==> src/rtl/pw_pkg.sv <==
package pw_pkg;
  localparam int LEVELS    = 2;
  localparam int VALID_BIT = 0;
  localparam int WRITE_BIT = 1;

  typedef enum logic [2:0] {
    S_IDLE, S_RD_DIR, S_WT_DIR, S_RD_LEAF, S_WT_LEAF, S_DONE
  } walk_state_e;

  typedef enum logic [1:0] {
    ST_OK = 2'd0, ST_RANGE = 2'd1, ST_ABSENT = 2'd2, ST_PROT = 2'd3
  } walk_status_e;
endpackage

==> src/rtl/pw_entry_addr.sv <==
module pw_entry_addr #(
  parameter int PA_W  = 32,
  parameter int IDX_W = 10
) (
  input  logic [PA_W-1:0]  base,
  input  logic [IDX_W-1:0] idx,
  output logic [PA_W-1:0]  addr
);
  localparam int PAD_W = PA_W - IDX_W - 2;
  // each entry is one 32-bit word
  assign addr = base + {{PAD_W{1'b0}}, idx, 2'b00};
endmodule

==> src/rtl/pw_entry_check.sv <==
module pw_entry_check
  import pw_pkg::*;
(
  input  logic         ent_valid,
  input  logic         ent_writable,
  input  logic         is_leaf,
  input  logic         want_write,
  output walk_status_e verdict
);
  always_comb begin
    if (!ent_valid)                               verdict = ST_ABSENT;
    else if (is_leaf && want_write && !ent_writable) verdict = ST_PROT;
    else                                          verdict = ST_OK;
  end
endmodule

==> src/rtl/pw_walker.sv <==
module pw_walker
  import pw_pkg::*;
#(
  parameter int VA_W  = 32,
  parameter int PA_W  = 32,
  parameter int OFF_W = 12,
  parameter int IDX_W = 10
) (
  input  logic                    clk,
  input  logic                    rst,
  input  logic                    cfg_load,
  input  logic [PA_W-1:0]         cfg_root,
  input  logic [IDX_W:0]          cfg_len,
  input  logic                    req_valid,
  output logic                    req_ready,
  input  logic [VA_W-1:0]         req_va,
  input  logic                    req_write,
  output logic                    rsp_valid,
  output logic [1:0]              rsp_status,
  output logic [PA_W-OFF_W-1:0]   rsp_pfn,
  output logic                    rsp_writable,
  output logic [PA_W-1:0]         rsp_pa,
  output logic [PA_W-1:0]         mem_addr,
  output logic                    mem_valid,
  input  logic                    mem_ready,
  input  logic [PA_W-1:0]         mem_rdata,
  input  logic                    mem_rvalid
);
  localparam int PFN_W = PA_W - OFF_W;
  localparam int LEN_W = IDX_W + 1;
  localparam int LOW_W = VA_W - IDX_W;

  walk_state_e       state_q;
  walk_status_e      status_q, verdict;
  logic [PA_W-1:0]   root_q, addr_q;
  logic [LEN_W-1:0]  len_q;
  logic [LOW_W-1:0]  va_lo_q;
  logic              wr_q;
  logic [PFN_W-1:0]  pfn_q;
  logic              wbl_q;
  logic [PA_W-1:0]   pa_q;
  logic [IDX_W-1:0]  top_idx;
  logic [PFN_W-1:0]  ent_frame;
  logic              unused_ent_bits;

  assign top_idx         = req_va[VA_W-1 -: IDX_W];
  assign ent_frame       = mem_rdata[PA_W-1:OFF_W];
  assign unused_ent_bits = ^mem_rdata[OFF_W-1:2];

  // per-level entry address generators
  logic [PA_W-1:0]  lvl_base [LEVELS];
  logic [IDX_W-1:0] lvl_idx  [LEVELS];
  logic [PA_W-1:0]  lvl_addr [LEVELS];

  assign lvl_base[0] = root_q;
  assign lvl_idx[0]  = top_idx;
  assign lvl_base[1] = {ent_frame, {OFF_W{1'b0}}};
  assign lvl_idx[1]  = va_lo_q[OFF_W +: IDX_W];

  for (genvar g = 0; g < LEVELS; g++) begin : g_lvl
    pw_entry_addr #(.PA_W(PA_W), .IDX_W(IDX_W)) u_addr (
      .base(lvl_base[g]), .idx(lvl_idx[g]), .addr(lvl_addr[g])
    );
  end

  pw_entry_check u_check (
    .ent_valid   (mem_rdata[VALID_BIT]),
    .ent_writable(mem_rdata[WRITE_BIT]),
    .is_leaf     (state_q == S_WT_LEAF),
    .want_write  (wr_q),
    .verdict     (verdict)
  );

  always_ff @(posedge clk) begin
    if (rst) begin
      state_q  <= S_IDLE;
      status_q <= ST_OK;
      root_q   <= '0;
      len_q    <= '0;
      addr_q   <= '0;
      va_lo_q  <= '0;
      wr_q     <= 1'b0;
      pfn_q    <= '0;
      wbl_q    <= 1'b0;
      pa_q     <= '0;
    end else begin
      if (cfg_load) begin
        root_q <= cfg_root;
        len_q  <= cfg_len;
      end
      case (state_q)
        S_IDLE: if (req_valid) begin
          va_lo_q  <= req_va[LOW_W-1:0];
          wr_q     <= req_write;
          status_q <= ST_OK;
          pfn_q    <= '0;
          wbl_q    <= 1'b0;
          pa_q     <= '0;
          if ({1'b0, top_idx} >= len_q) begin
            status_q <= ST_RANGE;
            state_q  <= S_DONE;
          end else begin
            addr_q  <= lvl_addr[0];
            state_q <= S_RD_DIR;
          end
        end
        S_RD_DIR:  if (mem_ready) state_q <= S_WT_DIR;
        S_WT_DIR:  if (mem_rvalid) begin
          if (verdict != ST_OK) begin
            status_q <= verdict;
            state_q  <= S_DONE;
          end else begin
            addr_q  <= lvl_addr[1];
            state_q <= S_RD_LEAF;
          end
        end
        S_RD_LEAF: if (mem_ready) state_q <= S_WT_LEAF;
        S_WT_LEAF: if (mem_rvalid) begin
          status_q <= verdict;
          if (verdict == ST_OK) begin
            pfn_q <= ent_frame;
            wbl_q <= mem_rdata[WRITE_BIT];
            pa_q  <= {ent_frame, va_lo_q[OFF_W-1:0]};
          end
          state_q <= S_DONE;
        end
        default:   state_q <= S_IDLE;
      endcase
    end
  end

  assign req_ready    = (state_q == S_IDLE);
  assign rsp_valid    = (state_q == S_DONE);
  assign mem_valid    = (state_q == S_RD_DIR) || (state_q == S_RD_LEAF);
  assign mem_addr     = addr_q;
  assign rsp_status   = status_q;
  assign rsp_pfn      = pfn_q;
  assign rsp_writable = wbl_q;
  assign rsp_pa       = pa_q;


  mem_hold_chk: assert property (@(posedge clk) disable iff (rst)
    mem_valid && !mem_ready |=> mem_valid && $stable(mem_addr));

  rsp_pulse_chk: assert property (@(posedge clk) disable iff (rst)
    rsp_valid |=> !rsp_valid);

  busy_after_accept_chk: assert property (@(posedge clk) disable iff (rst)
    req_valid && req_ready |=> !req_ready);

  range_no_read_chk: assert property (@(posedge clk) disable iff (rst)
    req_valid && req_ready && ({1'b0, req_va[VA_W-1 -: IDX_W]} >= len_q)
    |=> rsp_valid && rsp_status == ST_RANGE && !mem_valid);

  fault_zero_chk: assert property (@(posedge clk) disable iff (rst)
    rsp_valid && rsp_status != ST_OK |-> rsp_pfn == '0 && !rsp_writable && rsp_pa == '0);

  offset_pass_chk: assert property (@(posedge clk) disable iff (rst)
    rsp_valid && rsp_status == ST_OK
    |-> rsp_pa[OFF_W-1:0] == va_lo_q[OFF_W-1:0] && rsp_pa[PA_W-1:OFF_W] == rsp_pfn);
endmodule

==> config.mk <==
export PLATFORM = sky130hd
export DESIGN_NAME = pw_walker
export DESIGN_NICKNAME = d
export VERILOG_FILES = /design/src/rtl/pw_pkg.sv /design/src/rtl/pw_entry_addr.sv /design/src/rtl/pw_entry_check.sv /design/src/rtl/pw_walker.sv
export SDC_FILE = /design/constraint.sdc
export NUM_CORES = 1
export LEC_CHECK = 0
export CAP_MARGIN = 10
export CELL_PAD_IN_SITES_DETAIL_PLACEMENT = 1
export CELL_PAD_IN_SITES_GLOBAL_PLACEMENT = 2
export CORE_ASPECT_RATIO = 0.9
export CORE_UTILIZATION = 29
export DETAILED_ROUTE_END_ITERATION = 10
export HOLD_SLACK_MARGIN = 0.12
export PLACE_DENSITY_LB_ADDON = 0.1
export SLEW_MARGIN = 20
export SYNTH_ARGS = -nofsm -noshare
export SYNTH_HDL_FRONTEND = slang
export SYNTH_SLANG_ARGS = --single-unit
==> constraint.sdc <==
create_clock -name clk -period 4.88 [get_ports clk]
set_clock_uncertainty 0.1 [all_clocks]
set_input_delay 1.22 -clock clk [delete_from_list [all_inputs] [get_ports clk]]
set_output_delay 1.22 -clock clk [all_outputs]
set_load 0.005 [all_outputs]
======== Word level (Yosys, flattened, before mapping) ========
Cells that the tools add are included.
word-level totals
  output and inout port bits .............. 90
  word-level logic and storage cells ...... 75
  register bits after elaboration ......... 156
  input port bits ......................... 114
operators by class
  add/subtract/negate cells ............... 2
  multiplexer cells ....................... 33
  magnitude comparators ................... 1
  reduce and logical (&&, ||, !) cells .... 15
  equal/unequal tests ..................... 14
operators by type and width
  cell                count
  $mux 32             7
  $pmux 32 s2         2
  $add 32x12->32      2
  $mux 20             3
  $pmux 20 s2         1
  $mux 3              7
  $ne 2x2->1 const B  9
  $pmux 3 s5          1
  $reduce_and 5->1    3
  $mux 2              6
  $ge 10x11->1        1
  $eq 3x2->1 const B  2
  $eq 3x3->1 const B  2
  $pmux 2 s3          1
  $reduce_bool 2->1   3
  $mux 1              4
  $reduce_and 4->1    1
  $eq 3x1->1 const B  1
  $logic_not 3->1     1
  $reduce_bool 3->1   1
  $logic_and 1x1->1   2
  $logic_not 2->1     1
  $pmux 1 s2          1
  $reduce_and 2->1    1
  2 further kinds     2

======== Longest topological paths before layout ========
Gate-level depths: netlist (run 1).
  word-level depth ........................ 9
  mapped depth ............................ 10
  depth with buffers taken out ............ 9

======== Hierarchy ========
From an unflattened synthesis (run 1), not the netlist that was laid out.
second synthesis, totals
  cells, all modules ...................... 897
  area, all modules ....................... 8,037.7 um2
modules (own cells, without submodules)
  module          seq. area each (um2)  cells an instance  area each (um2)  times used
  pw_walker       2,722.6               652                6,257.3          1
  pw_entry_addr   0.0                   121                879.6            2
  pw_entry_check  0.0                   3                  21.3             1

======== Worst setup path after synthesis (run 1) ========
No wires, ideal clock.
  kind .................................... input port to flip-flop
  from .................................... in req_va[22]
  to ...................................... reg addr_q[10] (netlist: mem_addr[10])
  setup time .............................. 91 ps
  data arrival time ....................... 3,124 ps
  data required time ...................... 4,689 ps
  stages .................................. 9
  path slack .............................. 1,565 ps
  buffers on the path ..................... 0
  cells stage by stage .................... ha_1 > fa_1 > a211oi_1 > nor2_1 > a221o_1 > a21oi_1 > xnor2_1 > nand2_1 > a311oi_1
on the way
  longest elaborated chain between the ends .. 4
  elaborated cells on any way between the ends .. 7
  those cells by class .................... add/sub (1); order compare (1); eq/ne (1); mux (3); reduce/logical (1)
RTL lines
  what                  RTL line             text
  from (decl)           pw_walker.sv:16      input logic [VA_W-1:0] req_va,
  $add 32x12->32        pw_entry_addr.sv:11  assign addr = base + {{PAD_W{1'b0}}, idx, 2'b00};
  $mux 32               pw_walker.sv:99      if ({1'b0, top_idx} >= len_q) begin
  $mux 32               pw_walker.sv:92      S_IDLE: if (req_valid) begin
  $pmux 32 s2           pw_walker.sv:91      case (state_q)
  to (signal assigned)  pw_walker.sv:103     addr_q <= lvl_addr[0];
  to (signal assigned)  pw_walker.sv:113     addr_q <= lvl_addr[1];
  to (decl)             pw_walker.sv:35      logic [PA_W-1:0] root_q, addr_q;
Several ways; a longest one is shown, not always the timed one. The select of a mux whose other input is x is not followed.
A chain may end at the register's enable or synchronous reset.

======== Worst setup path after layout (run 1) ========
  from .................................... in req_va[30]
  to ...................................... reg addr_q[17] (netlist: mem_addr[17])
Same word-level chain as after synthesis.

==> key figures, run 1 <==
Worst setup path
  – CP peak stage delay: 0.58 ns
  – Critical path cell sequence: clkdlybuf4s50_1 -> ha_1 -> nand4b_1 -> or3b_1 -> or3_1 -> nand3_2 -> nand2b_1 -> buf_4 -> nand2_1 -> a21oi_1
  – CP endpoint kind: flop
  – CP max-delay cell: nand2b_1
  – Worst EP required: 5.13 ns
  – Worst Setup Path Type: in -> reg
  – Arrival @ worst endpoint: 4.08 ns
  – CP Buf/Inv Count: 2
  – Family with the most delay on the worst path: simple AND/OR/NAND/NOR gates
  – R2R setup slack: 1.68 ns
  – CP startpoint kind: input port
  – Crit-path max FO: 17

Layout
  – Commonest non-fill, non-tap cells in the layout: 191 x clkdlybuf4s50_1, 136 x dfxtp_1, 119 x nand2_1
  – Area delta synth->final: 40.1%
  – Core Util, Final: 0.419
  – Commonest non-fill, non-tap cell in the layout: clkdlybuf4s50_1
  – Nets@finish: 1073
  – Cell area after layout: 9180 sq um
  – Layout cell share with drive strength beyond 1: 0.0610

Floorplanning
  – Die H: 145 um
  – Rows: 51
  – Full die area: 23200 sq um
  – Core Box Area: 21900 sq um
  – IO Pins: 204
  – Initial Utilization: 0.299
  – Width of the die: 160 um

Clock network
  – CTS max path bufs: 2
  – Clock sink count: 136
  – Resized Gates After CTS: 0
  – CTS tree: yes
  – CTS hold repair buffers: 0
  – CTS Buf Count: 17
  – CTS root buf: clkbuf_16
  – Worst-path clk slew: 0.07 ns
  – H-tree depth: 4
  – Setup bufs post-CTS: 0
  – Clock Latency Late Sink: 0.43 ns

Synth
  – Synth Register Bits: 136
  – Number of synthesized flops with an enable pin: 0
  – Register area share after synthesis: 0.416
  – Net Count, Synth: 923
  – Post-Synthesis Cells: 788
  – Synth async-reset ratio: 0
  – Yosys warnings: 0
  – Netlist cell types: 57
  – Mapped Area: 6550 sq um
  – Primary FF master, synth: dfxtp_1
  – Syn Area/Cell: 8.32 sq um

Timing
  – TNS Setup: 0 ns
  – Final WS setup: 1.05 ns
  – Fin. Hold Viols: 0
  – Ratio of final minimum period to clock period: 0.784
  – Unrepaired setup endpoints after global routing: no
  – Least-Margin Pin Slew: 1.04 ns
  – Final setup viols: 0
  – Max Freq: 0.261 GHz
  – Minimum clock period: 3.83 ns
  – Slew margin rel.: 0.306
  – Final slew viol count: 0

Routing
  – Via count: 6169
  – ANT nets after route: 0
  – DRT iter0 DRCs: 316
  – TritonRoute pass-1 iters: 4
  – Via density: 4.96
  – Drt total wl: 22700 um
  – WL/cell: 18.3 um
  – Residual DRC: 0

Placement
  – RD Place Congestion: 0.839
  – Dpl hpwl: 16800 um
  – Port Buffers: 193
  – Dpl cell area: 8560 sq um
  – Setup WS pre-CTS: 0.585 ns

Worst hold path
  – Min-Delay Path Class: reg -> reg

Flow run
  – Total of max-cap violations: 0

Power and ir drop
  – Pwr dens: 385 nW/um^2
  – Overall power: 3540 uW
  – Static leakage: 0.00339 uW
  – VDD IR max: 182 uV

GRT
  – Vias in the first global route: 6146
  – Initial antenna violation count: 0
  – Maximum number of pins on one net before global-route repair: 91
  – GRT Total Usage: 0.197
  – GRT overflow: 0
  – Global-route wire length before repair: 34700 um

Run status
  – Status: complete, no violations
power by group:
part / switching, uW / internal (uW) / leakage [uW]
clock: 549 / 818 / 0.000291
combinational: 484 / 374 / 0.00199
sequential: 95.4 / 1220 / 0.00111
total: 1130 / 2410 / 0.00339
cells in the mapped netlist (2+ instances only):
cell | instances | share of area
dfxtp_1 | 136 | 0.42
or3_1 | 3 | 0.0029
o211ai_1 | 8 | 0.0092
nand3b_1 | 2 | 0.0023
nand2_1 | 119 | 0.068
a211oi_1 | 14 | 0.016
nor3b_1 | 2 | 0.0023
xnor2_1 | 13 | 0.017
o21ai_0 | 10 | 0.0076
nand2b_1 | 6 | 0.0057
and2_1 | 2 | 0.0019
a31oi_1 | 6 | 0.0057
a22o_1 | 5 | 0.0067
a311oi_1 | 7 | 0.0094
a21oi_1 | 86 | 0.066
nand4_1 | 4 | 0.0038
a21oi_2 | 2 | 0.0027
buf_2 | 5 | 0.0038
nor2_1 | 80 | 0.046
ha_1 | 20 | 0.038
and3_1 | 2 | 0.0019
nor3_1 | 14 | 0.011
nand3_2 | 3 | 0.0046
o2111ai_1 | 2 | 0.0027
nand3_1 | 49 | 0.037
nor2b_1 | 5 | 0.0048
a21o_1 | 9 | 0.010
o31ai_1 | 2 | 0.0023
inv_1 | 14 | 0.0080
a211o_1 | 5 | 0.0067
nand4b_1 | 4 | 0.0053
xor2_1 | 14 | 0.019
nor4_1 | 4 | 0.0038
clkbuf_1 | 39 | 0.022
a21o_2 | 2 | 0.0027
buf_4 | 22 | 0.025
o21a_1 | 2 | 0.0023
buf_1 | 4 | 0.0023
mux2i_1 | 44 | 0.067
cells by family (layout without fill, tap and decap cells):
| logic type | after synthesis | count (layout) | synth area share |
|---|---|---|---|
| XOR/XNOR | 27 | 27 | 0.0361 |
| AND/OR/NAND/NOR | 303 | 303 | 0.207 |
| other | 0 | 1 | 0 |
| flip-flops | 136 | 136 | 0.416 |
| AO/OA/AOI/OAI | 172 | 172 | 0.171 |
| buffers and inverters | 85 | 248 | 0.0624 |
| multiplexers | 44 | 44 | 0.0672 |
| adder cells (fa/ha/maj) | 21 | 21 | 0.0412 |
final timing paths:
kind	depth (start not counted)	startpoint	to
worst min-delay path	2	rsp_pa[8]$_SDFFE_PP0P_	rsp_pa[8]$_SDFFE_PP0P_
worst max-delay path	10	req_va[30]	mem_addr[17]$_SDFFE_PP0P_
worst max register to register	7	state_q[1]$_SDFFE_PP0P_	rsp_pfn[7]$_SDFFE_PP0P_
worst min register to register	2	rsp_pa[8]$_SDFFE_PP0P_	rsp_pa[8]$_SDFFE_PP0P_
per-stage QoR:
step                      std cells  hold slack, ns
final                          1243           0.353
after global routing           1242           0.368
after CTS                      1242           0.356
after detailed placement       1210           0.346
after global placement         1210           0.337
after floorplan                 788           0.332
state kept, by name, summed over array words and instances (netlist names):
signal / flops
state_q: 3
root_q: 32
rsp_status: 2
len_q: 11
rsp_pfn: 20
wr_q: 1
va_lo_q: 22
rsp_pa: 12
mem_addr: 32
rsp_writable: 1
metal layers:
layer	wire length [um]	track usage
met1	11200	0.268
met2	10300	0.316
met3	928	0.0338
met4	242	0.0602
met5	0	0
worst reg2reg max path, cell delays in order, from the launching register on:
cell and delay (ns):
dfxtp_1 0.77, nor3b_2 0.11, buf_4 0.29, a21oi_2 0.51
a31oi_1 0.21, or3_2 0.78, nand2_1 0.20, a21oi_1 0.08
area by class of cell:
class	instances	area, sq um
fillers	2542	12700
multi-input cells	567	3430
flip-flops and latches	136	2720
repair buffers	202	1990
clock buffers	18	429
well taps	291	364
clock inverters	14	185
inverters	14	52.6
diodes	1	2.50
No activity file was read; power rests on OpenSTA's default activity.
==> run 2, diff against run 1 <==
CORE_UTILIZATION = 27   (was 29)
clock period = 4 ns   (was 4.88 ns; I/O delays follow)
==> run 2 against run 1 <==
Die area is 7.3% higher. Highest routed layer unchanged. Sequential share of layout area is 0.34 points lower. Global-route usage fell by 0.77 points. Largest cell class unchanged. Flip-flop and latch count unchanged. Core utilization down 2.6 points. Setup slack lost 0.48 ns. Sequential power up 23%. Critical endpoint is now mem_addr[10]$_SDFFE_PP0P_. The run now ends with DRC left.
==> key figures, run 2 (synthesis results as in run 1) <==
Floorplanning
  – Die H: 150 um
  – Full die area: 24900 sq um
  – Initial Utilization: 0.278
  – Core Box Area: 23600 sq um
  – Width of the die: 166 um
  – Rows: 53
  – IO Pins: 204

Worst setup path
  – Worst r2r src: root_q[2]$_SDFFE_PP0P_
  – Arrival @ worst endpoint: 3.65 ns
  – CP startpoint kind: input port
  – Worst Setup Path Type: in -> reg
  – CP endpoint kind: flop
  – Crit-path max FO: 3
  – Reg2reg end: mem_addr[10]$_SDFFE_PP0P_
  – R2R cell count: 9
  – R2R setup slack: 1.32 ns
  – Worst EP required: 4.23 ns

Placement
  – RD Place Congestion: 0.819
  – Dpl hpwl: 17500 um
  – Dpl cell area: 8660 sq um
  – Port Buffers: 193

GRT
  – GRT overflow: 0
  – Initial antenna violation count: 0
  – GRT Total Usage: 0.189
  – Maximum number of pins on one net before global-route repair: 73
  – Vias in the first global route: 6403
  – Global-route wire length before repair: 36100 um

Clock network
  – CTS tree: yes
  – Clock Latency Late Sink: 0.42 ns
  – CTS hold repair buffers: 0
  – CTS Buf Count: 17
  – CTS max path bufs: 2
  – H-tree depth: 4
  – Clock sink count: 136
  – CTS root buf: clkbuf_16
  – Resized Gates After CTS: 0
  – Worst-path clk slew: 0.07 ns
  – Setup bufs post-CTS: 0

Run status
  – Violations in the final reports: DRC
  – Status: finished, violations left

Layout
  – Commonest non-fill, non-tap cells in the layout: 191 x clkdlybuf4s50_1, 136 x dfxtp_1, 119 x nand2_1
  – Diode count: 0
  – Area delta synth->final: 41.7%
  – Filler cell count: 2751
  – Commonest non-fill, non-tap cell in the layout: clkdlybuf4s50_1
  – Layout cell share with drive strength beyond 1: 0.0717
  – Nets@finish: 1084
  – Cell area after layout: 9290 sq um

Timing
  – Slew margin rel.: 0.381
  – Minimum clock period: 3.43 ns
  – TNS Setup: 0 ns
  – Unrepaired setup endpoints after global routing: no
  – Least-Margin Pin Slew: 0.928 ns
  – Fin. Hold Viols: 0
  – Max Freq: 0.292 GHz
  – Ratio of final minimum period to clock period: 0.856
  – Final setup viols: 0
  – Fin Hold WS: 0.352 ns
  – Final slew viol count: 0

Power and ir drop
  – Overall power: 4350 uW
  – Static leakage: 0.00346 uW
  – VDD IR max: 233 uV
  – Pwr dens: 469 nW/um^2

Routing
  – Via density: 4.92
  – DRT iter0 DRCs: 424
  – ANT nets after route: 0
  – WL/cell: 18.3 um
  – TritonRoute pass-1 iters: 7
  – Via count: 6214
  – Drt total wl: 23200 um
  – Residual DRC: 15

Worst hold path
  – HP Start: rsp_pa[6]$_SDFFE_PP0P_
  – Hold path endpoint: rsp_pa[6]$_SDFFE_PP0P_
  – Min-Delay Path Depth: 2
  – Min-Delay Path Class: reg -> reg

Flow run
  – Total of max-cap violations: 0
[run 2: cell count changes in the layout (fill, tap and decap cells not counted), sizes merged]
cell | previous run | this run
clkinvlp | 3 | 1
inv | 21 | 18
buf | 11 | 22
clkinv | 1 | 6
diode | 1 | 0
[run 2: stage by stage]
step	instances	utilization	setup WS (ns)
floorplan	788	-	0.905
global placement	1232	0.367	0.209
detailed placement	1232	0.367	0.154
CTS	1264	0.393	0.596
global route	1264	0.393	0.379
finish	1264	0.393	0.574
[run 2: area by class of cell]
cell class | count | area (sq um) | area share
sequential | 136 | 2720 | 0.293
tap | 302 | 378 | 0.0407
inverter | 14 | 52.6 | 0.00566
clock inverter | 14 | 189 | 0.0203
clock buffer | 18 | 439 | 0.0473
multi-input combinational | 567 | 3430 | 0.369
timing repair buffer | 213 | 2070 | 0.223
[run 2: worst max path at each step]
stage,start,endpoint,depth (start not counted)
after floorplan,req_va[22],mem_addr[10]$_SDFFE_PP0P_,9
after global placement,req_va[22],mem_addr[10]$_SDFFE_PP0P_,10
after detailed placement,req_va[22],mem_addr[10]$_SDFFE_PP0P_,10
after CTS,req_va[22],mem_addr[10]$_SDFFE_PP0P_,10
after global routing,req_va[30],mem_addr[5]$_SDFFE_PP0P_,10
final,req_va[22],mem_addr[10]$_SDFFE_PP0P_,10
[run 2: critical path: stages]
cell             delay [ns]
clkdlybuf4s50_1        0.45
ha_1                   0.24
fa_1                   0.44
a211oi_1               0.37
nor2_1                 0.15
a221o_1                0.34
a21oi_1                0.18
xnor2_1                0.14
nand2_1                0.09
a311oi_1               0.25
[run 2: layer usage]
metal,up-vias,track usage,routed length [um]
met5,-,0,0
met4,0,0.0500,301
met2,153,0.299,10300
li1,3058,-,-
met3,24,0.0365,953
met1,2979,0.262,11700
[run 2: power breakdown]
group	internal (uW)	switching, uW	leakage, uW
combinational	477	592	0.00204
sequential	1490	119	0.00111
clock	1010	666	0.000305
total	2980	1380	0.00346
==> run 3, diff against run 2 <==
SLEW_MARGIN = 25   (was 20)
==> results of run 3 <==
No change in the layout: final DEF, timing and power equal those of run 2.
